<file path="src/rtl/chain_adc_pkg.sv">
package chain_adc_pkg;

    typedef enum logic [2:0] {
        PH_IDLE,
        PH_CONV,
        PH_WAIT_UP,
        PH_READY,
        PH_SHIFT
    } phase_e;

    localparam int PIN_CNV  = 0;
    localparam int PIN_SCK  = 1;
    localparam int PIN_SDI  = 2;
    localparam int NUM_PINS = 3;

    function automatic int cnt_bits(input int limit);
        return (limit < 2) ? 1 : $clog2(limit + 1);
    endfunction

endpackage

</file>
<file path="src/rtl/pin_sync.sv">
module pin_sync #(
    parameter int STAGES = 2
) (
    input  logic clk,
    input  logic rst,
    input  logic d,
    output logic q
);
    logic [STAGES-1:0] chain;

    always_ff @(posedge clk) begin
        if (rst) chain <= '0;
        else     chain <= {chain[STAGES-2:0], d};
    end

    assign q = chain[STAGES-1];
endmodule

</file>
<file path="src/rtl/conv_timer.sv">
module conv_timer #(
    parameter int CONV_CYCLES = 40
) (
    input  logic clk,
    input  logic rst,
    input  logic start,
    input  logic abort,
    output logic done
);
    import chain_adc_pkg::*;
    localparam int CNT_W = cnt_bits(CONV_CYCLES);

    logic [CNT_W-1:0] cnt;
    logic             running;

    always_ff @(posedge clk) begin
        if (rst || abort) begin
            cnt     <= '0;
            running <= 1'b0;
            done    <= 1'b0;
        end else if (start) begin
            cnt     <= CNT_W'(CONV_CYCLES - 1);
            running <= 1'b1;
            done    <= 1'b0;
        end else begin
            done <= running && (cnt == '0);
            if (running) begin
                if (cnt == '0) running <= 1'b0;
                else           cnt     <= cnt - 1'b1;
            end
        end
    end

    // the end-of-conversion strobe never follows a start directly
    p_no_instant_done_r2: assert property (@(posedge clk) disable iff (rst)
        (start && !abort && CONV_CYCLES > 1) |=> !done);
endmodule

</file>
<file path="src/rtl/word_shifter.sv">
module word_shifter #(
    parameter int DATA_W = 16
) (
    input  logic              clk,
    input  logic              rst,
    input  logic              load,
    input  logic [DATA_W-1:0] din,
    input  logic              shift,
    input  logic              sin,
    output logic              msb
);
    logic [DATA_W-1:0] word;

    always_ff @(posedge clk) begin
        if (rst)        word <= '0;
        else if (load)  word <= din;
        else if (shift) word <= {word[DATA_W-2:0], sin};
    end

    assign msb = word[DATA_W-1];

    // the serial input lands in the bottom bit on each shift
    p_sin_at_lsb_r6: assert property (@(posedge clk) disable iff (rst)
        (shift && !load) |=> (word[0] == $past(sin)));
endmodule

</file>
<file path="src/rtl/chain_adc_port.sv">
module chain_adc_port #(
    parameter int DATA_W      = 16,
    parameter int CONV_CYCLES = 40,
    parameter int SYNC_STAGES = 2
) (
    input  logic              clk,
    input  logic              rst,
    input  logic              cnv_i,
    input  logic              sck_i,
    input  logic              sdi_i,
    input  logic [DATA_W-1:0] result_i,
    output logic              sdo_o
);
    import chain_adc_pkg::*;

    logic [NUM_PINS-1:0] pins_raw;
    logic [NUM_PINS-1:0] pins_lvl;
    logic [1:0]          pins_prev;

    assign pins_raw[PIN_CNV] = cnv_i;
    assign pins_raw[PIN_SCK] = sck_i;
    assign pins_raw[PIN_SDI] = sdi_i;

    for (genvar g = 0; g < NUM_PINS; g++) begin : g_sync
        pin_sync #(.STAGES(SYNC_STAGES)) u_sync (
            .clk (clk),
            .rst (rst),
            .d   (pins_raw[g]),
            .q   (pins_lvl[g])
        );
    end

    always_ff @(posedge clk) begin
        if (rst) pins_prev <= '0;
        else     pins_prev <= {pins_lvl[PIN_SCK], pins_lvl[PIN_CNV]};
    end

    logic cnv_lvl, sck_lvl, sdi_lvl;
    logic cnv_rise, cnv_fall, sck_fall;
    assign cnv_lvl  = pins_lvl[PIN_CNV];
    assign sck_lvl  = pins_lvl[PIN_SCK];
    assign sdi_lvl  = pins_lvl[PIN_SDI];
    assign cnv_rise = cnv_lvl && !pins_prev[0];
    assign cnv_fall = !cnv_lvl && pins_prev[0];
    assign sck_fall = !sck_lvl && pins_prev[1];

    phase_e phase, phase_nx;
    logic   conv_start, conv_done, arm_shift;

    always_comb begin
        phase_nx   = phase;
        conv_start = 1'b0;
        arm_shift  = 1'b0;
        if (cnv_fall) begin
            phase_nx = PH_IDLE;
        end else begin
            unique case (phase)
                PH_IDLE: if (cnv_rise && sck_lvl) begin
                    phase_nx   = PH_CONV;
                    conv_start = 1'b1;
                end
                PH_CONV:    if (conv_done) phase_nx = PH_WAIT_UP;
                PH_WAIT_UP: if (sdi_lvl)   phase_nx = PH_READY;
                PH_READY:   if (sck_fall)  phase_nx = PH_SHIFT;
                PH_SHIFT:   arm_shift = sck_fall;
                default:    phase_nx  = PH_IDLE;
            endcase
        end
    end

    always_ff @(posedge clk) begin
        if (rst) phase <= PH_IDLE;
        else     phase <= phase_nx;
    end

    conv_timer #(.CONV_CYCLES(CONV_CYCLES)) u_timer (
        .clk   (clk),
        .rst   (rst),
        .start (conv_start),
        .abort (cnv_fall),
        .done  (conv_done)
    );

    logic word_msb;
    logic capture;
    assign capture = (phase == PH_CONV) && conv_done && !cnv_fall;

    word_shifter #(.DATA_W(DATA_W)) u_shift (
        .clk   (clk),
        .rst   (rst),
        .load  (capture),
        .din   (result_i),
        .shift (arm_shift),
        .sin   (sdi_lvl),
        .msb   (word_msb)
    );

    assign sdo_o = (phase == PH_READY) || ((phase == PH_SHIFT) && word_msb);

    // a low convert line forces SDO low on the next cycle
    p_idle_low_r1: assert property (@(posedge clk) disable iff (rst)
        !cnv_lvl |=> !sdo_o);

    // a conversion is only ever entered with SCK high
    p_start_needs_sck_r2: assert property (@(posedge clk) disable iff (rst)
        $rose(phase == PH_CONV) |-> $past(sck_lvl));

    // no data leaves the device while converting
    p_conv_quiet_r3: assert property (@(posedge clk) disable iff (rst)
        (phase == PH_CONV) |-> !sdo_o);

    // ready flag withheld until upstream reports ready
    p_wait_upstream_r4: assert property (@(posedge clk) disable iff (rst)
        (phase == PH_WAIT_UP && !sdi_lvl) |=> !sdo_o);

    // first falling edge after the flag exposes the captured top bit
    p_first_bit_r5: assert property (@(posedge clk) disable iff (rst)
        (phase == PH_READY && sck_fall && !cnv_fall) |=> (sdo_o == $past(word_msb)));
endmodule

</file>
<file path="config.mk">
export PLATFORM = sky130hd
export DESIGN_NAME = chain_adc_port
export DESIGN_NICKNAME = d
export VERILOG_FILES = /design/src/rtl/chain_adc_pkg.sv /design/src/rtl/pin_sync.sv /design/src/rtl/conv_timer.sv /design/src/rtl/word_shifter.sv /design/src/rtl/chain_adc_port.sv
export SDC_FILE = /design/constraint.sdc
export NUM_CORES = 1
export LEC_CHECK = 0
export BUFFER_PORTS_ARGS = -buffer_cell sky130_fd_sc_hd__buf_2
export CORE_UTILIZATION = 41
export DETAILED_ROUTE_END_ITERATION = 7
export PLACE_DENSITY = 0.59
export RECOVER_POWER = 50
export SKIP_CTS_REPAIR_TIMING = 1
export SLEW_MARGIN = 0
export SYNTH_ARGS = -nofsm -noshare
export SYNTH_HDL_FRONTEND = slang
export SYNTH_HIERARCHICAL = 1
export SYNTH_SLANG_ARGS = --single-unit
</file>
<file path="constraint.sdc">
create_clock -name clk -period 2.2 [get_ports clk]
set_clock_uncertainty 0.2 [all_clocks]
set_input_delay 0.22 -clock clk [delete_from_list [all_inputs] [get_ports clk]]
set_output_delay 0.22 -clock clk [all_outputs]
set_load 0.02 [all_outputs]
</file>
## Yosys cells after proc, flatten, opt, wreduce, memory -nomap -nowiden

Cells that the tools add are included.
W data, S select, Z words.

| word-level totals | value |
|---|---|
| register bits after elaboration | 35 |
| input port bits | 21 |
| output and inout bits | 1 |
| logic and storage cells | 63 |

| operators by class | value |
|---|---|
| add/subtract/negate cells | 1 |
| eq/ne operators | 9 |
| multiplexer cells | 18 |
| bitwise gates (word level) | 2 |
| reduce and logical (&&, ||, !) cells | 23 |

Operators by type and width:

| cell | count |
|---|---|
| $mux W16 | 2 |
| $mux W6 | 3 |
| $pmux W3 S5 | 1 |
| $mux W3 | 4 |
| $logic_and A1 B1 Y1 | 8 |
| $mux W1 | 8 |
| $eq A3 B2 Y1 const B | 2 |
| $logic_not A6 Y1 | 1 |
| $ne A2 B2 Y1 const B | 3 |
| $sub A6 B1 Y6 const B | 1 |
| $reduce_and A5 Y1 | 1 |
| $logic_not A1 Y1 | 4 |
| $ne A2 B1 Y1 const B | 2 |
| $reduce_and A2 Y1 | 2 |
| $reduce_bool A2 Y1 | 2 |
| $reduce_or A2 Y1 | 2 |
| $eq A3 B1 Y1 const B | 1 |
| $eq A3 B3 Y1 const B | 1 |
| $logic_not A3 Y1 | 1 |
| $logic_or A1 B1 Y1 | 2 |
| $not A1 Y1 | 2 |

## Longest topological paths before layout

Gate-level depths: netlist of run 1.

| logic depth | value |
|---|---|
| depth after elaboration | 8 |
| depth in mapped cells | 7 |
| gate-level depth less buffers | 5 |

## Hierarchy

Netlist of run 1, hierarchy kept.

Modules (own cells, without submodules):

| module | times used | cells each | area an instance (µm²) | seq. area each (µm²) |
|---|---|---|---|---|
| word_shifter | 1 | 71 | 805.8 | 320.3 |
| conv_timer | 1 | 44 | 410.4 | 160.2 |
| chain_adc_port | 1 | 26 | 271.5 | 100.1 |
| pin_sync | 3 | 4 | 52.6 | 40.0 |

## Worst setup path before layout of run 1

OpenSTA, ideal clock, no wires.

| path | value |
|---|---|
| path type | register to register |
| start | reg phase[1] |
| end | reg u_timer.done |
| setup time | 116 ps |
| arrival | 1721 ps |
| required time | 1884 ps |
| slack | 163 ps |
| stages on the path, launching flop included | 6 |
| path buffers | 1 |
| period minus slack after synthesis | 2037 ps |
| cell sequence | dfxtp_1 buf_2 nor2_1 nor4b_1 nor3_1 and3_2 |

| on the way | value |
|---|---|
| word-level cells in the longest chain between the ends | 4 |

Ends and longest elaborated chain:

| what | line | source |
|---|---|---|
| start: declaration | chain_adc_port.sv:47 | `phase_e phase, phase_nx;` |
| start signal: assignment | chain_adc_port.sv:73 | `else phase <= phase_nx;` |
| $logic_not A3 Y1 | chain_adc_port.sv:57 | `unique case (phase)` |
| $mux W1 | chain_adc_port.sv:57 |  |
| $mux W1 | chain_adc_port.sv:54 | `if (cnv_fall) begin` |
| via conv_start | chain_adc_port.sv:48 | `logic conv_start, conv_done, arm_shift;` |
| $reduce_or A2 Y1 (no source line) | n/a |  |
| end signal: assignment | conv_timer.sv:26 | `done <= running && (cnt == '0);` |
| end: declaration | conv_timer.sv:8 | `output logic done` |

The timed path passes the listed nets, and every way through them passes these cells.
A chain may end at the register's enable or synchronous reset.

## Final worst setup path of run 1

| path | value |
|---|---|
| start | reg phase[1] |
| end | reg u_shift.word[4] |

| on the way | value |
|---|---|
| word-level cells in the longest chain between the ends | 4 |
| elaborated cells between the ends (all ways) | 8 |
| those cells by class | eq/ne (2); mux (3); reduce/logical (3) |

Ends and longest elaborated chain:

| what | line | source |
|---|---|---|
| $eq A3 B3 Y1 | chain_adc_port.sv:57 |  |
| $mux W1 | chain_adc_port.sv:57 |  |
| $mux W1 | chain_adc_port.sv:54 |  |
| via arm_shift | chain_adc_port.sv:48 |  |
| $reduce_bool A2 Y1 (no source line) | n/a |  |
| end signal: assignment | word_shifter.sv:16 | `else if (load) word <= din;` |
| end signal: assignment | word_shifter.sv:17 | `else if (shift) word <= {word[DATA_W-2:0], sin};` |
| end: declaration | word_shifter.sv:12 | `logic [DATA_W-1:0] word;` |

The timed path passes the listed nets, and every way through them passes these cells.

==> impl_metrics.py, run 1 <==
metrics = {
    "worst_setup_path": {
        "r2r_cells": 5,
        "end_kind": "flop",
        "r2r_setup_slack_ns": 0.17,
        "critical_path.cell_chain": "nor2_1, and4b_2, clkbuf_2, mux2i_1, a211oi_2",
        "cp.required_ns": 2.14,
        "slowest_stage": "clkbuf_2",
        "cp-start-kind": "flop",
        "reg2reg_to": "u_shift/word[4]",
        "cp_max_fo": 16,
        "crit_arrival_ns": 1.97,
        "timing.rr.start": "phase[1]",
        "crit_type": "reg2reg",
        "max_stage_delay_ns": 0.42,
    },
    "pwr": {
        "p_per_area_mw_per_mm2": 605,
        "vdd_ir_drop_max_mv": 0.368,
        "power_leakage_nw": 0.643,
    },
    "drt": {
        "vias": 1230,
        "drc": 0,
        "post_drt_wl_per_cell_um": 13.2,
        "routed_wl_mm": 3.02,
        "drt_iter0_markers": 53,
        "vias_per_cell": 5.37,
        "final_antenna_net_count": 0,
        "first_pass_iters": 4,
    },
    "sta": {
        "worstMarginPinSlew_ns": 0.629,
        "final_hold_viol_count": 0,
        "fin_crit_sh_pct": 92.2,
        "slew_viol_final": 0,
        "setup_viol_count_final": 0,
        "layout_min_cycle_time_ns": 2.03,
        "timing.slew.headroom_pct": 58.0,
        "rsz0062_at_grt": "no",
        "fin_tns_setup_ns": 0,
        "max_freq_ghz": 0.493,
    },
    "final_layout": {
        "drive_gt1_share_pct": 24.9,
        "final_cell_mix": "dfxtp_1 (35), nor2b_1 (27), buf_2 (20)",
        "fillers": 348,
        "design_area_mm2": 0.00188,
        "multi_input_area_um2": 873,
        "regArea_um2": 701,
        "layout_commonest_cell": "dfxtp_1",
        "fin_nets": 203,
        "syn2layout_area_growth_pct": 14.3,
        "fin_cells": 229,
        "num_antenna_cells": 0,
        "fin_util_pct": 50.2,
    },
    "yosys": {
        "synthDistinctLibCells": 43,
        "syn_nets": 176,
        "netlist_instances": 153,
        "syn_area_mm2": 0.00165,
        "yosys_most_used_dff": "dfxtp_1",
        "yosysWarnings": 6,
        "async_flop_share_pct": 0,
        "synth-seq-cells": 35,
        "ys_seq_area_share_pct": 42.6,
        "synth-edff-count": 0,
        "avgSynthCellArea_um2": 10.8,
    },
    "min_path": {
        "hold_start": "result_i[0]",
        "whs_endpoint": "u_shift/word[0]",
        "holdPathStages": 3,
        "holdCritPathClass": "in2reg",
    },
    "placed_design": {
        "place.gp.congestion": 0.859,
        "dpl-instance-area_mm2": 0.00178,
        "post-place-cells": 218,
        "io_buffers": 21,
        "place_hpwl_mm": 2.03,
    },
    "cts": {
        "clk-insertion-delay-late_ns": 0.28,
        "cts.sinks": 35,
        "max-clock-path-buffers": 2,
        "ctsRootBufferMaster": "clkbuf_8",
        "h-tree-depth": 2,
        "clkSlewWorstSetupHoldPaths_ns": 0.07,
        "cts-buffers-inserted": 5,
        "cts_tree": "done",
    },
    "die": {
        "start_util_pct": 44.0,
        "coreArea_mm2": 0.00374,
        "die_area_mm2": 0.00427,
        "num_rows": 22,
        "die_w_um": 65.4,
        "dieHeight_um": 65.4,
        "ios": 22,
    },
    "grt": {
        "track_usage_pct": 15.7,
        "grt_pass1_wl_mm": 5.14,
        "grt_max_degree": 30,
        "antenna_found_initial": 0,
        "grt_pass1_vias": 1183,
        "gr-total-overflow": 0,
    },
    "run_status": {
        "outcome": "complete, no violations",
    },
    "run": {
        "max-cap-violations": 0,
    },
}
## metal layers
| layer | share of wire, % | up-vias | track usage [%] |
|---|---|---|---|
| met5 | 0 | - | 0 |
| met4 | 1.4 | 0 | 6.52 |
| met3 | 4.5 | 6 | 4.17 |
| met2 | 51 | 26 | 28.2 |
| met1 | 43 | 574 | 17.3 |
| li1 | - | 624 | - |
## flip-flops by register name, indices dropped and copies added (netlist names)
name / count
u_shift/word: 16
g_sync.u_sync/chain: 6
u_timer/cnt: 6
phase: 3
pins_prev: 2
u_timer/done: 1
u_timer/running: 1
## synthesized netlist by cell type (all sizes together) (2+ instances only)
| master | number | area share, % |
|---|---|---|
| mux2i | 16 | 9.7 |
| nand2 | 3 | 0.68 |
| or4 | 2 | 0.91 |
| nand2b | 2 | 0.76 |
| dfxtp | 35 | 43 |
| a311oi | 3 | 2.0 |
| nor2b | 28 | 11 |
| a21oi | 3 | 0.91 |
| o21ai | 2 | 0.61 |
| a21boi | 3 | 1.4 |
| inv | 4 | 0.91 |
| buf | 6 | 3.2 |
| a211oi | 18 | 11 |
| nor2 | 3 | 0.68 |
| nor3 | 3 | 0.91 |
| ha | 2 | 1.5 |
| or3 | 2 | 1.4 |
## stage by stage
step	setup WS, ns	hold WS, ns	total power [mW]
floorplan	0.163	0.0916	0.681
global placement	0.411	0.217	0.705
detailed placement	0.351	0.225	0.707
CTS	0.337	-0.0586	1.15
global route	0.00550	0.0550	1.19
finish	0.171	0.0473	1.14
## power by group
group	leakage [nW]	internal [mW]	switching, mW
sequential	0.283	0.641	0.00417
clock	0.0422	0.222	0.219
combinational	0.318	0.0261	0.0254
## worst max-delay path by stage
| stage | startpoint | to | slack [ns] | depth (start not counted) |
|---|---|---|---|---|
| after floorplan | phase[1] | u_timer/done | 0.16 | 5 |
| after global placement | g_sync[1].u_sync/chain[1] | u_shift/word[8] | 0.41 | 5 |
| after detailed placement | phase[1] | u_shift/word[4] | 0.35 | 5 |
| after CTS | phase[1] | u_timer/cnt[3] | 0.34 | 5 |
| after global routing | phase[1] | u_timer/cnt[3] | 0.005 | 5 |
| final | phase[1] | u_shift/word[4] | 0.17 | 5 |
## final cells by class
class / instances / area share, %
Multi-Input combinational cell: 107 / 46.4
Sequential cell: 35 / 37.3
Timing Repair Buffer: 27 / 7.98
Clock buffer: 7 / 4.06
Tap cell: 48 / 3.19
Inverter: 4 / 0.798
Clock inverter: 1 / 0.266
## cells by family after synthesis
| family | Yosys count | synth area share, % |
|---|---|---|
| mux | 17 | 10.4 |
| compound gates | 39 | 21.4 |
| buf+inv | 11 | 4.33 |
| fa+ha+maj | 2 | 1.52 |
| simple gates | 49 | 19.8 |
| flops | 35 | 42.6 |
## critical path, delay by kind of cell, from the launching register on
family / cells / cell delay [ns]
compound gates: 1 / 0.09
flops: 1 / 0.40
buf+inv: 1 / 0.42
mux: 1 / 0.29
simple gates: 2 / 0.48
(Power assumes the default switching activity.)
==> run 2: changes to the inputs <==
==> constraint.sdc (replaced) <==
create_clock -name clk -period 2 [get_ports clk]
set_clock_uncertainty 0.2 [all_clocks]
set_input_delay 0.2 -clock clk [delete_from_list [all_inputs] [get_ports clk]]
set_output_delay 0.2 -clock clk [all_outputs]
set_load 0.02 [all_outputs]
==> run 2 against run 1 <==
  * Die area unchanged
  * Critical path depth unchanged
  * Global-route usage about the same
  * Critical path type unchanged
  * Critical endpoint is now u_timer/cnt[0]
  * Largest cell class unchanged
  * Largest power group unchanged
==> impl_metrics.py, run 2 (synthesis results as in run 1) <==
metrics = {
    "cts": {
        "cts_tree": "done",
        "clkSlewWorstSetupHoldPaths_ns": 0.07,
        "cts-buffers-inserted": 5,
        "clk-insertion-delay-late_ns": 0.29,
        "h-tree-depth": 2,
        "max-clock-path-buffers": 2,
        "cts.sinks": 35,
        "ctsRootBufferMaster": "clkbuf_8",
    },
    "grt": {
        "antenna_found_initial": 0,
        "grt_pass1_wl_mm": 4.97,
        "grt_max_degree": 17,
        "grt_pass1_vias": 1179,
        "track_usage_pct": 15.7,
        "gr-total-overflow": 0,
    },
    "placed_design": {
        "post-place-cells": 220,
        "place_hpwl_mm": 2.11,
        "io_buffers": 21,
        "place.gp.congestion": 0.769,
    },
    "pwr": {
        "p_per_area_mw_per_mm2": 693,
        "power_mw": 1.33,
        "power_leakage_nw": 0.658,
        "vdd_ir_drop_max_mv": 0.472,
    },
    "final_layout": {
        "largest_reg_flops": 16,
        "fin_cells": 231,
        "fin_util_pct": 51.3,
        "num_antenna_cells": 0,
        "final_cell_mix": "dfxtp_1 (35), nor2b_1 (27), buf_2 (19)",
        "drive_gt1_share_pct": 25.1,
        "fin_nets": 205,
        "syn2layout_area_growth_pct": 16.8,
        "reg_top3": "u_shift/word x16, g_sync.u_sync/chain x6, u_timer/cnt x6",
        "largest-register": "u_shift/word",
        "fillers": 365,
        "layout_commonest_cell": "dfxtp_1",
        "multi_input_area_um2": 867,
        "regArea_um2": 701,
    },
    "sta": {
        "rsz0062_at_grt": "no",
        "fin_crit_sh_pct": 91.3,
        "max_freq_ghz": 0.548,
        "setup_viol_count_final": 0,
        "slew_viol_final": 0,
        "timing.hold.ws_ns": 0.00947,
        "timing.slew.headroom_pct": 46.5,
        "worstMarginPinSlew_ns": 0.803,
        "layout_min_cycle_time_ns": 1.83,
        "final_hold_viol_count": 0,
        "fin_tns_setup_ns": 0,
    },
    "drt": {
        "first_pass_iters": 4,
        "drc": 0,
        "drt_iter0_markers": 42,
        "vias_per_cell": 5.28,
        "routed_wl_mm": 2.96,
        "vias": 1220,
        "final_antenna_net_count": 0,
        "post_drt_wl_per_cell_um": 12.8,
    },
    "run_status": {
        "outcome": "complete, no violations",
    },
    "worst_setup_path": {
        "critical_path.cell_chain": "nor2_1, nor4b_1, buf_4, inv_1, a311oi_1",
        "cp.required_ns": 1.99,
        "cp_max_fo": 6,
        "max_stage_delay_ns": 0.37,
        "crit_arrival_ns": 1.81,
        "end_kind": "flop",
        "slowest_stage": "nor4b_1",
        "cp-start-kind": "flop",
        "crit_type": "reg2reg",
    },
    "die": {
        "ios": 22,
        "coreArea_mm2": 0.00374,
        "die_area_mm2": 0.00427,
        "dieHeight_um": 65.4,
        "start_util_pct": 44.0,
        "die_w_um": 65.4,
        "num_rows": 22,
    },
    "min_path": {
        "holdCritPathClass": "in2reg",
    },
    "run": {
        "max-cap-violations": 0,
    },
}
-- run 2: changes by cell type in the layout (fill, tap and decap cells not counted) --
| cell | before | now |
|---|---|---|
| buf_4 | 1 | 2 |
| a311oi_2 | 1 | 0 |
| buf_12 | 0 | 1 |
| clkinvlp_4 | 0 | 1 |
| a311oi_1 | 2 | 3 |
| buf_2 | 20 | 19 |
| clkbuf_2 | 1 | 0 |
| clkinv_2 | 1 | 0 |
| clkbuf_8 | 5 | 7 |
-- run 2: worst max-delay path: cells and delay by family, from the launching register on --
| kind | cells | cell delay, ns |
|---|---|---|
| compound gates | 1 | 0.28 |
| buf+inv | 2 | 0.29 |
| flops | 1 | 0.35 |
| simple gates | 2 | 0.60 |
-- run 2: stage by stage --
| step | cell area (um^2) | setup slack (ns) |
|---|---|---|
| floorplan | 1650 | 0.260 |
| global placement | 1810 | 0.203 |
| detailed placement | 1810 | 0.175 |
| CTS | 1910 | 0.160 |
| global route | 1920 | 0.0410 |
| finish | 1920 | 0.174 |
-- run 2: layout make-up --
class	count	share of cell area, %
Sequential cell	35	36.5
Timing Repair Buffer	29	9.11
Clock buffer	7	5.01
Tap cell	48	3.13
Inverter	4	0.781
Clock inverter	1	0.391
Multi-Input combinational cell	107	45.1
-- run 2: final timing paths --
path	from	to	slack (ns)	depth (start not counted)
setup / recovery	phase[0]	u_timer/cnt[0]	0.17	5
hold / removal	result_i[2]	u_shift/word[2]	0.009	3
setup reg to reg	phase[0]	u_timer/cnt[0]	0.17	5
hold reg to reg	g_sync[2].u_sync/chain[0]	g_sync[2].u_sync/chain[1]	0.24	1
-- run 2: power by group --
part           internal [mW]  leakage, nW  switching [mW]
clock network          0.313       0.0505           0.253
logic                 0.0290        0.325          0.0273
registers              0.705        0.283         0.00463
total                   1.05        0.658           0.285
-- run 2: layer usage --
layer  routed length (um)  part of all wire, %  global-route usage, %  up-vias
li1                     -                    -                      -      623
met1                 1280                   43                   15.7      573
met2                 1500                   51                   27.8       19
met3                  119                  4.0                   6.25        5
met4                   59                  2.0                   8.15        0
met5                    0                    0                      0        -
==> run 3: changes to the inputs <==
--- a/config.mk
+++ b/config.mk
@@ -9,7 +9,6 @@
 export CORE_UTILIZATION = 41
 export DETAILED_ROUTE_END_ITERATION = 7
 export PLACE_DENSITY = 0.59
-export RECOVER_POWER = 50
 export SKIP_CTS_REPAIR_TIMING = 1
 export SLEW_MARGIN = 0
 export SYNTH_ARGS = -nofsm -noshare
==> run 3 against run 2 <==
  * Register-to-register slack about the same
  * Cell count did not move
  * Sequential power about the same
  * Die area unchanged
  * Clock power barely moved
  * Flip-flop and latch count stayed put
  * Largest cell class unchanged
  * Critical endpoint is now u_shift/word[0]
  * Via count fell by 0.57%
  * First-iteration DRC count rose by 2.4%
  * Setup slack improved by 0.012 ns
==> impl_metrics.py, run 3 (synthesis results as in run 1) <==
metrics = {
    "run_status": {
        "outcome": "complete, no violations",
    },
    "final_layout": {
        "drive_gt1_share_pct": 28.4,
        "largest_reg_flops": 16,
        "fin_nets": 205,
        "layout_commonest_cell": "dfxtp_1",
        "reg_top3": "u_shift/word x16, g_sync.u_sync/chain x6, u_timer/cnt x6",
        "final_cell_mix": "dfxtp_1 (35), nor2b_1 (27), buf_2 (21)",
        "largest-register": "u_shift/word",
        "syn2layout_area_growth_pct": 18.2,
        "num_antenna_cells": 0,
        "fin_util_pct": 51.9,
    },
    "die": {
        "coreArea_mm2": 0.00374,
        "die_area_mm2": 0.00427,
        "start_util_pct": 44.0,
        "dieHeight_um": 65.4,
        "num_rows": 22,
        "die_w_um": 65.4,
        "ios": 22,
    },
    "grt": {
        "grt_pass1_wl_mm": 4.97,
        "track_usage_pct": 15.7,
        "grt_pass1_vias": 1179,
        "met2_usage_pct": 27.8,
        "antenna_found_initial": 0,
        "met3_usage_pct": 6.25,
        "grt_max_degree": 17,
        "grt-busiest-layer": "met2",
        "gr-total-overflow": 0,
        "grtUsageMet1_pct": 15.7,
    },
    "sta": {
        "setup_slack_ns": 0.186,
        "rsz0062_at_grt": "no",
        "final_hold_viol_count": 0,
        "fin_crit_sh_pct": 90.7,
        "timing.slew.headroom_pct": 58.0,
        "worstMarginPinSlew_ns": 0.629,
        "fin_tns_setup_ns": 0,
        "layout_min_cycle_time_ns": 1.81,
        "max_freq_ghz": 0.551,
        "slew_viol_final": 0,
        "setup_viol_count_final": 0,
    },
    "placed_design": {
        "io_buffers": 21,
        "dp_worst_setup_slack_ns": 0.175,
        "place_hpwl_mm": 2.11,
        "place.gp.congestion": 0.769,
    },
    "min_path": {
        "holdCritPathClass": "in2reg",
    },
    "drt": {
        "drc": 0,
        "vias_per_cell": 5.25,
        "drt_iter0_markers": 43,
        "vias": 1213,
        "final_antenna_net_count": 0,
        "first_pass_iters": 4,
        "routed_wl_mm": 2.93,
        "post_drt_wl_per_cell_um": 12.7,
    },
    "pwr": {
        "p_per_area_mw_per_mm2": 686,
        "power_leakage_nw": 0.678,
        "vdd_ir_drop_max_mv": 0.473,
    },
    "cts": {
        "cts.sinks": 35,
        "clkSlewWorstSetupHoldPaths_ns": 0.07,
        "max-clock-path-buffers": 2,
        "clk-insertion-delay-late_ns": 0.29,
        "ctsRootBufferMaster": "clkbuf_8",
        "cts_tree": "done",
        "cts-buffers-inserted": 5,
        "h-tree-depth": 2,
    },
    "run": {
        "max-cap-violations": 0,
    },
    "worst_setup_path": {
        "end_kind": "flop",
        "cp.required_ns": 1.94,
        "cp-start-kind": "flop",
        "crit_arrival_ns": 1.75,
        "cp_max_fo": 16,
        "crit_type": "reg2reg",
    },
}
-- run 3: cell count changes in the layout (fill, tap and decap cells not counted) --
cell and delta:
a21boi_0 -1, a21boi_1 +1, a311oi_1 -1, a311oi_2 +1
buf_2 +2, buf_4 +2, clkbuf_1 -4, nor4b_1 -1
nor4b_2 +1
-- run 3: cell type report --
cell class                 instances  area (um^2)
fill                             357         1800
tap                               48         60.1
clock buffer                       7         96.3
clock inverter                     1         7.51
timing repair buffer              29          185
multi-input combinational        107          880
sequential                        35          701
inverter                           4         15.0
-- run 3: path summary, 6_finish.rpt --
path                                           startpoint  cells past startpoint  slack, ns                         to
worst max register to register               pins_prev[0]                      4       0.19            u_shift/word[0]
worst min register to register  g_sync[2].u_sync/chain[0]                      1       0.24  g_sync[2].u_sync/chain[1]
worst max-delay path                         pins_prev[0]                      4       0.19            u_shift/word[0]
worst min-delay path                          result_i[1]                      3       0.01            u_shift/word[1]
-- run 3: metal layers --
layer / part of all wire (%) / wire length [um]
met5: 0 / 0
met4: 2.0 / 59
met3: 4.0 / 118
met2: 50 / 1480
met1: 44 / 1280
-- run 3: where the power goes --
group          switching, mW  internal (mW)  total [mW]
Clock                  0.253          0.313       0.566
Combinational         0.0274         0.0303      0.0576
Sequential           0.00472          0.705       0.709
-- run 3: critical path: stages, from the launching register on --
cell and delay [ns]:
dfxtp_1 0.37, nor2b_4 0.23, and4bb_1 0.24, inv_1 0.47, a211oi_1 0.16
-- run 3: metrics by stage --
| stage | instance area, um^2 | total power, mW | hold slack [ns] | instances |
|---|---|---|---|---|
| 3_3_place_gp | 1810 | 0.778 | 0.215 | 220 |
| 2_1_floorplan | 1650 | 0.749 | 0.0716 | 153 |
| 4_1_cts | 1910 | 1.35 | -0.0794 | 228 |
| 3_5_place_dp | 1810 | 0.779 | 0.225 | 220 |
| 5_1_grt | 1940 | 1.41 | 0.0144 | 231 |
| 6_report | 1940 | 1.33 | 0.0116 | 231 |
